[config.mk]
export PLATFORM = sky130hd
export DESIGN_NAME = chan_volume_ramp
export DESIGN_NICKNAME = d
export VERILOG_FILES = /design/src/rtl/chan_volume_ramp.sv
export SDC_FILE = /design/constraint.sdc
export NUM_CORES = 2
export LEC_CHECK = 0
export ABC_AREA = 1
export BUFFER_PORTS_ARGS = -buffer_cell sky130_fd_sc_hd__buf_2
export CORE_MARGIN = 1.5
export CORE_UTILIZATION = 53
export CTS_BUF_LIST = sky130_fd_sc_hd__clkbuf_4
export DETAILED_ROUTE_END_ITERATION = 6
export PLACE_DENSITY_LB_ADDON = 0.2
export REMOVE_ABC_BUFFERS = 1
export SETUP_SLACK_MARGIN = 0.15
export SLEW_MARGIN = 0
export SYNTH_ARGS = -nofsm -noshare
export SYNTH_HDL_FRONTEND = slang
export SYNTH_SLANG_ARGS = --single-unit
[constraint.sdc]
create_clock -name clk -period 10.98 [get_ports clk]
set_input_delay 0.549 -clock clk [delete_from_list [all_inputs] [get_ports clk]]
set_output_delay 0.549 -clock clk [all_outputs]
set_load 0.05 [all_outputs]
[src/rtl/chan_volume_ramp.sv]
module chan_volume_ramp #(
  parameter int NCH = 6,
  parameter int DW  = 24,
  parameter int GW  = 10
) (
  input  logic              clk,
  input  logic              rst_n,
  input  logic [NCH-1:0]    cfg_we,
  input  logic [GW-1:0]     cfg_gain,
  input  logic              cfg_mute,
  input  logic [NCH-1:0]    in_valid,
  input  logic [NCH*DW-1:0] in_sample,
  output logic [NCH-1:0]    out_valid,
  output logic [NCH*DW-1:0] out_sample
);
  localparam int LW = GW + 1;
  localparam int PW = DW + LW + 1;
  localparam logic signed [PW-1:0] HALF = {{(PW-GW){1'b0}}, 1'b1, {(GW-1){1'b0}}};
  localparam logic signed [PW-1:0] MAXV = {{(PW-DW+1){1'b0}}, {(DW-1){1'b1}}};
  localparam logic signed [PW-1:0] MINV = {{(PW-DW+1){1'b1}}, {(DW-1){1'b0}}};

  logic [GW-1:0] gain_q [NCH];
  logic          mute_q [NCH];
  logic [LW-1:0] lvl_q  [NCH];

  for (genvar c = 0; c < NCH; c++) begin : g_ch
    logic signed [DW-1:0] smp;
    logic signed [PW-1:0] prod, biased, shifted;
    logic [DW-1:0]        scaled;
    logic [LW-1:0]        target, lvl_nx;

    assign smp     = in_sample[c*DW +: DW];
    assign prod    = $signed({{(PW-DW){smp[DW-1]}}, smp}) *
                     $signed({{(PW-LW){1'b0}}, lvl_q[c]});
    assign biased  = prod + HALF;
    assign shifted = biased >>> GW;
    assign scaled  = (shifted > MAXV) ? MAXV[DW-1:0] :
                     (shifted < MINV) ? MINV[DW-1:0] : shifted[DW-1:0];

    assign target  = mute_q[c] ? '0 : ({1'b0, gain_q[c]} + LW'(1));
    assign lvl_nx  = (lvl_q[c] < target) ? lvl_q[c] + LW'(1) :
                     (lvl_q[c] > target) ? lvl_q[c] - LW'(1) : lvl_q[c];

    always_ff @(posedge clk or negedge rst_n) begin
      if (!rst_n) begin
        gain_q[c] <= '1;
        mute_q[c] <= 1'b1;
        lvl_q[c]  <= '0;
        out_valid[c] <= 1'b0;
        out_sample[c*DW +: DW] <= '0;
      end else begin
        out_valid[c] <= in_valid[c];
        if (cfg_we[c]) begin
          gain_q[c] <= cfg_gain;
          mute_q[c] <= cfg_mute;
        end
        if (in_valid[c]) begin
          lvl_q[c] <= lvl_nx;
          out_sample[c*DW +: DW] <= scaled;
        end
      end
    end

    p_level_range_r2: assert property (@(posedge clk) disable iff (!rst_n)
      lvl_q[c] <= LW'(1 << GW));

    p_single_step_r4: assert property (@(posedge clk) disable iff (!rst_n)
      in_valid[c] |=> (lvl_q[c] == $past(lvl_q[c]) ||
                       lvl_q[c] == $past(lvl_q[c]) + LW'(1) ||
                       lvl_q[c] == $past(lvl_q[c]) - LW'(1)));

    p_hold_idle_r4: assert property (@(posedge clk) disable iff (!rst_n)
      !in_valid[c] |=> $stable(lvl_q[c]));

    p_mute_descends_r5: assert property (@(posedge clk) disable iff (!rst_n)
      (in_valid[c] && mute_q[c] && lvl_q[c] != '0) |=> lvl_q[c] == $past(lvl_q[c]) - LW'(1));

    p_zero_level_silent_r5: assert property (@(posedge clk) disable iff (!rst_n)
      (in_valid[c] && lvl_q[c] == '0) |=> out_sample[c*DW +: DW] == '0);

    p_strobe_follows_r8: assert property (@(posedge clk) disable iff (!rst_n)
      in_valid[c] |=> out_valid[c]);

    p_output_held_r8: assert property (@(posedge clk) disable iff (!rst_n)
      !in_valid[c] |=> $stable(out_sample[c*DW +: DW]));
  end
endmodule

Word-level counts from Yosys, hierarchy flattened

Index checks and enable logic that the tools add are counted.

Register bits after elaboration: 282
Input bits: 169
Word-level logic and storage cells: 126

Add/subtract/negate cells: 24
$mul: 6
$lt $le $gt $ge: 24
Mux-type cells: 30
Reduce and logical (&&, ||, !) cells: 12

Operators by type and width:

| kind                                                            | number |
|---|---|
| 2-to-1 mux 24 bit                                               | 12 |
| adder 36 x 11 -> 36 bit, second input constant                  | 6 |
| multiplier 24 x 12 -> 36 bit                                    | 6 |
| 2-to-1 mux 11 bit                                               | 18 |
| greater-than comparator 26 x 24 -> 1 bit, second input constant | 6 |
| less-than comparator 26 x 24 -> 1 bit, second input constant    | 6 |
| adder 10 x 1 -> 11 bit, second input constant                   | 6 |
| adder 11 x 1 -> 11 bit, second input constant                   | 6 |
| greater-than comparator 11 bit                                  | 6 |
| less-than comparator 11 bit                                     | 6 |
| subtractor 11 x 1 -> 11 bit, second input constant              | 6 |
| AND reduction 2 bit                                             | 6 |
| nonzero test 2 bit                                              | 6 |

Logic depth before layout (Yosys ltp)

Word-level depth: 5
Gate-level depth with buffers: 31
Depth with buffers taken out: 28

Least setup slack after synthesis

OpenSTA, ideal clock, no wires.

Path kind: in2reg
Start: in in_sample[95]
End: reg out_sample[75]
Arrival time: 5220 ps
Required time: 10858 ps
Slack: 5638 ps
Stages on the path: 23
Path buffers: 2
Path through: clkbuf_1 > nand2_1 > fa_1 > inv_1 > fa_1 > fa_1 > fa_1 > inv_1 > fa_1 > inv_1 > ha_1 > inv_1 > nor3_1 > nand2_1 > nor2_1 > nand2_1 > nand2_1 > nand2_1 > nand2_1 > nand2_4 > buf_12 > nand2_2 > a21oi_2

Longest elaborated chain between the ends: 5
Elaborated cells between the ends (all ways): 6
Classes of those cells: add/sub (1); mul (1); order compare (2); mux (2)

RTL lines:

| what                                  | line | text |
|---|---|---|
| start, declared                       | 12   | `input logic [NCH*DW-1:0] in_sample,` |
| multiplier 24 x 12 -> 36 bit (*)      | 33   | `assign prod = $signed({{(PW-DW){smp[DW-1]}}, smp}) *` |
| adder 36 x 11 -> 36 bit (*)           | 35   | `assign biased = prod + HALF;` |
| less-than comparator 26 x 24 -> 1 bit | 38   | `(shifted < MINV) ? MINV[DW-1:0] : shifted[DW-1:0];` |
| 2-to-1 mux 24 bit                     | 38   |  |
| 2-to-1 mux 24 bit (*)                 | 37   | `assign scaled = (shifted > MAXV) ? MAXV[DW-1:0] :` |
| end signal, assigned by index         | 59   | `out_sample[c*DW +: DW] <= scaled;` |
| end, declared                         | 14   | `output logic [NCH*DW-1:0] out_sample` |

Mark *: on every way between the ends. The rest lies on a longest branch, timed or not.
A chain may end at the register's enable or synchronous reset.

Worst setup path after layout

Start: reg lvl_q[25] (netlist bit)
End: reg out_sample[77]

Longest elaborated chain between the ends: 5
Elaborated cells between the ends (all ways): 6
Classes of those cells: add/sub (1); mul (1); order compare (2); mux (2)

RTL lines:

| what                                  | line | text |
|---|---|---|
| start, declared                       | 24   | `logic [LW-1:0] lvl_q [NCH];` |
| start signal, assigned by index       | 58   | `lvl_q[c] <= lvl_nx;` |
| multiplier 24 x 12 -> 36 bit (*)      | 33   |  |
| adder 36 x 11 -> 36 bit (*)           | 35   |  |
| less-than comparator 26 x 24 -> 1 bit | 38   |  |
| 2-to-1 mux 24 bit                     | 38   |  |
| 2-to-1 mux 24 bit (*)                 | 37   |  |

Marked as above.

==> results.toml <==
[run_status]
status = "completed"

[clock_tree]
cts_max_level = 3
cts_tree = "yes"
cts_sinks = 282
cts_root_buf = "clkbuf_4"
clk_latency_ns = 1.00
clkTransAtPathRegs_ns = 0.07
cts_buffers = 85
clock_path_buffers = 3
postCtsSetupBuffers = 0

[synthesis]
avgSynthCellArea_um2 = 7.54
synth_top_area_share = 0.360
synth_edf_count = 0
yosys_most_used_dff = "dfrtp_1"
synthArstFlopShare = 1.00
synth.area.top_cells = "fa_1 36%, inv_1 14%, nand2_1 13%, ha_1 11%, dfrtp_1 7.0%"
ys_ff_latch = 282
yosysTopAreaCell = "fa_1"
synth_seq_area_share = 0.0919
ys_types = 49
syn_area_um2 = 77700
yosys_warnings = 0
syn_inst = 10300

[routing]
ant_nets = 0
drt_iter0_drc = 3006
top_layer_used = "met5"
m1WireLength_mm = 82.7
wirelength_mm = 196
drc = 0
viasPerCell = 5.03
routed-via-count = 62287
dr.pass1.iters = 7
dr_wl_met2_mm = 98.6
wl_per_cell_um = 15.8
met3_length_mm = 9.37

[floorplan]
ios = 319
die-height_um = 386
fp-row-count = 140
die_w_um = 386
die_area_um2 = 149000
start_util = 0.534
core_um2 = 146000

[final_layout]
register_area_um2 = 7140
syn2layout_area_growth_pct = 5.07
final_common_cell = "inv_1"
multi_input_area_um2 = 58100
final_cell_mix = "2845 x inv_1, 2672 x nand2_1, 1398 x fa_1"
drive_above_1_share = 0.0846
nets = 12642
fin_cells = 12376
n_fill_cell = 13933

[flow_run]
cap_violations = 0

[sta]
fin_crit_ns = 6.56
tightest_slew_ns = 1.22
slew-limit-headroom = 0.187
tns_ns = 0
fin_crit_sh = 0.597
fin_skew_ns = 0.0823
fmax_mhz = 153
hold_viol = 0
drv_slew = 0
setup_viol = 0
rsz0062_at_grt = "no"

[worst_setup_path]
worstPathRequired_ns = 11.74
cp-end-kind = "register"
cp_max_fo = 27
critical_path_class = "reg2reg"
arrival_ns = 7.32
r2r_cells = 19
cp-start-kind = "register"

[grt]
grtUsageTotal = 0.272
grt_pass1_wl_mm = 328
antenna_found_initial = 25
gr-total-overflow = 0
grt_max_degree = 155
grt_pass1_vias = 66275

[place]
dp.cells = 12182
portBuffers = 318
gp_congestion = 0.958
place_hpwl_mm = 162

[worst_hold_path]
hp-class = "in2async"
-- stage by stage --
step / instance area [µm²] / utilization / setup slack [ns] / hold slack [ns]
after detailed placement: 80300 / 0.551 / 4.44 / 0.494
after CTS: 81600 / 0.560 / 4.42 / 0.0949
final: 81600 / 0.561 / 4.42 / 0.203
after global routing: 81600 / 0.561 / 3.96 / 0.220
after global placement: 80300 / 0.551 / 4.57 / 0.480
after floorplan: 75900 / - / 5.47 / 0.253
-- sequential cells by signal, indices dropped and copies added, names as in the netlist --
register    flops
mute_q          6
lvl_q          66
out_valid       6
gain_q         60
out_sample    144
-- critical path, stage by stage, from the launching register on --
cell and delay (ns):
dfrtp_1 1.12, nand2_1 0.29, fa_1 0.60, inv_1 0.13, fa_1 0.72, fa_1 0.49, fa_1 0.52, inv_1 0.05
fa_1 0.49, inv_1 0.04, ha_1 0.35, inv_1 0.10, nor3_1 0.25, nand2_1 0.10, nor2_1 0.10, nand2_1 0.10
nand3_1 0.09, nand3_1 0.11, nand2_2 0.57, a21oi_1 0.18
-- cell type report --
type / count / share of cell area
well taps: 1917 / 0.0294
diodes: 17 / 0.000521
inverters: 2853 / 0.131
clock inverters: 32 / 0.00172
flip-flops and latches: 282 / 0.0875
multi-input cells: 6769 / 0.712
repair buffers: 388 / 0.0270
clock buffers: 118 / 0.0109
-- logic make-up (layout without fill, tap and decap cells) --
group,after synthesis,in the layout,synth area share
XOR/XNOR,192,192,0.0216
AND/OR/NAND/NOR,3674,3674,0.192
adder cells (fa/ha/maj),2094,2094,0.472
AO/OA/AOI/OAI,805,805,0.0613
multiplexers,4,4,0.000580
flip-flops,282,282,0.0919
buffers and inverters,3249,3391,0.160
other,0,17,0
-- layer usage --
layer  vias up  track usage
li1      29983            -
met1     30562        0.343
met2      1413        0.490
met3       311       0.0291
met4        18       0.0786
met5         -            0
-- timing repair --
action	CTS	global route
hold buffers	27	0
gates resized for setup	0	0
hold endpoints to repair	167	0
-- synthesized netlist by cell type (3+ instances only) --
| cell type | n |
|---|---|
| clkbuf_1 | 372 |
| a21oi_1 | 325 |
| nor2_2 | 9 |
| nor2_1 | 489 |
| nand2_1 | 2672 |
| nor3_1 | 66 |
| a21boi_1 | 3 |
| and2_1 | 3 |
| o21a_1 | 15 |
| o31ai_1 | 7 |
| nor3b_2 | 4 |
| nand2_4 | 8 |
| nor4_1 | 14 |
| buf_6 | 12 |
| buf_12 | 8 |
| o2111ai_1 | 11 |
| nor4_2 | 5 |
| dfrtp_1 | 216 |
| o21ai_0 | 243 |
| nand3_2 | 5 |
| nand2_2 | 152 |
| ha_1 | 696 |
| a21oi_2 | 123 |
| nor3_2 | 5 |
| xor2_1 | 137 |
| o21ai_1 | 10 |
| a21o_1 | 11 |
| nand4_1 | 23 |
| dfstp_2 | 66 |
| nand3b_1 | 18 |
| nor3b_1 | 4 |
| fa_1 | 1398 |
| nand3_1 | 193 |
| o21bai_1 | 40 |
| a31oi_1 | 8 |
| inv_2 | 7 |
| inv_1 | 2845 |
| mux2_2 | 4 |
| xnor2_1 | 55 |
| o211ai_1 | 4 |
-- path summary, 6_finish.rpt --
check                           start        endpoint  slack, ns
max in group asynchronous       rst_n       lvl_q[62]       8.72
min                             rst_n  out_sample[74]       0.20
min in group clk           gain_q[37]      gain_q[37]       0.49
max reg2reg                 lvl_q[25]  out_sample[77]       4.42
max                         lvl_q[25]  out_sample[77]       4.42
min reg2reg                gain_q[37]      gain_q[37]       0.49
Power is left out: the tool's default activity adds up to more than one toggle a clock period on the data nets, which glitch-free logic cannot reach.
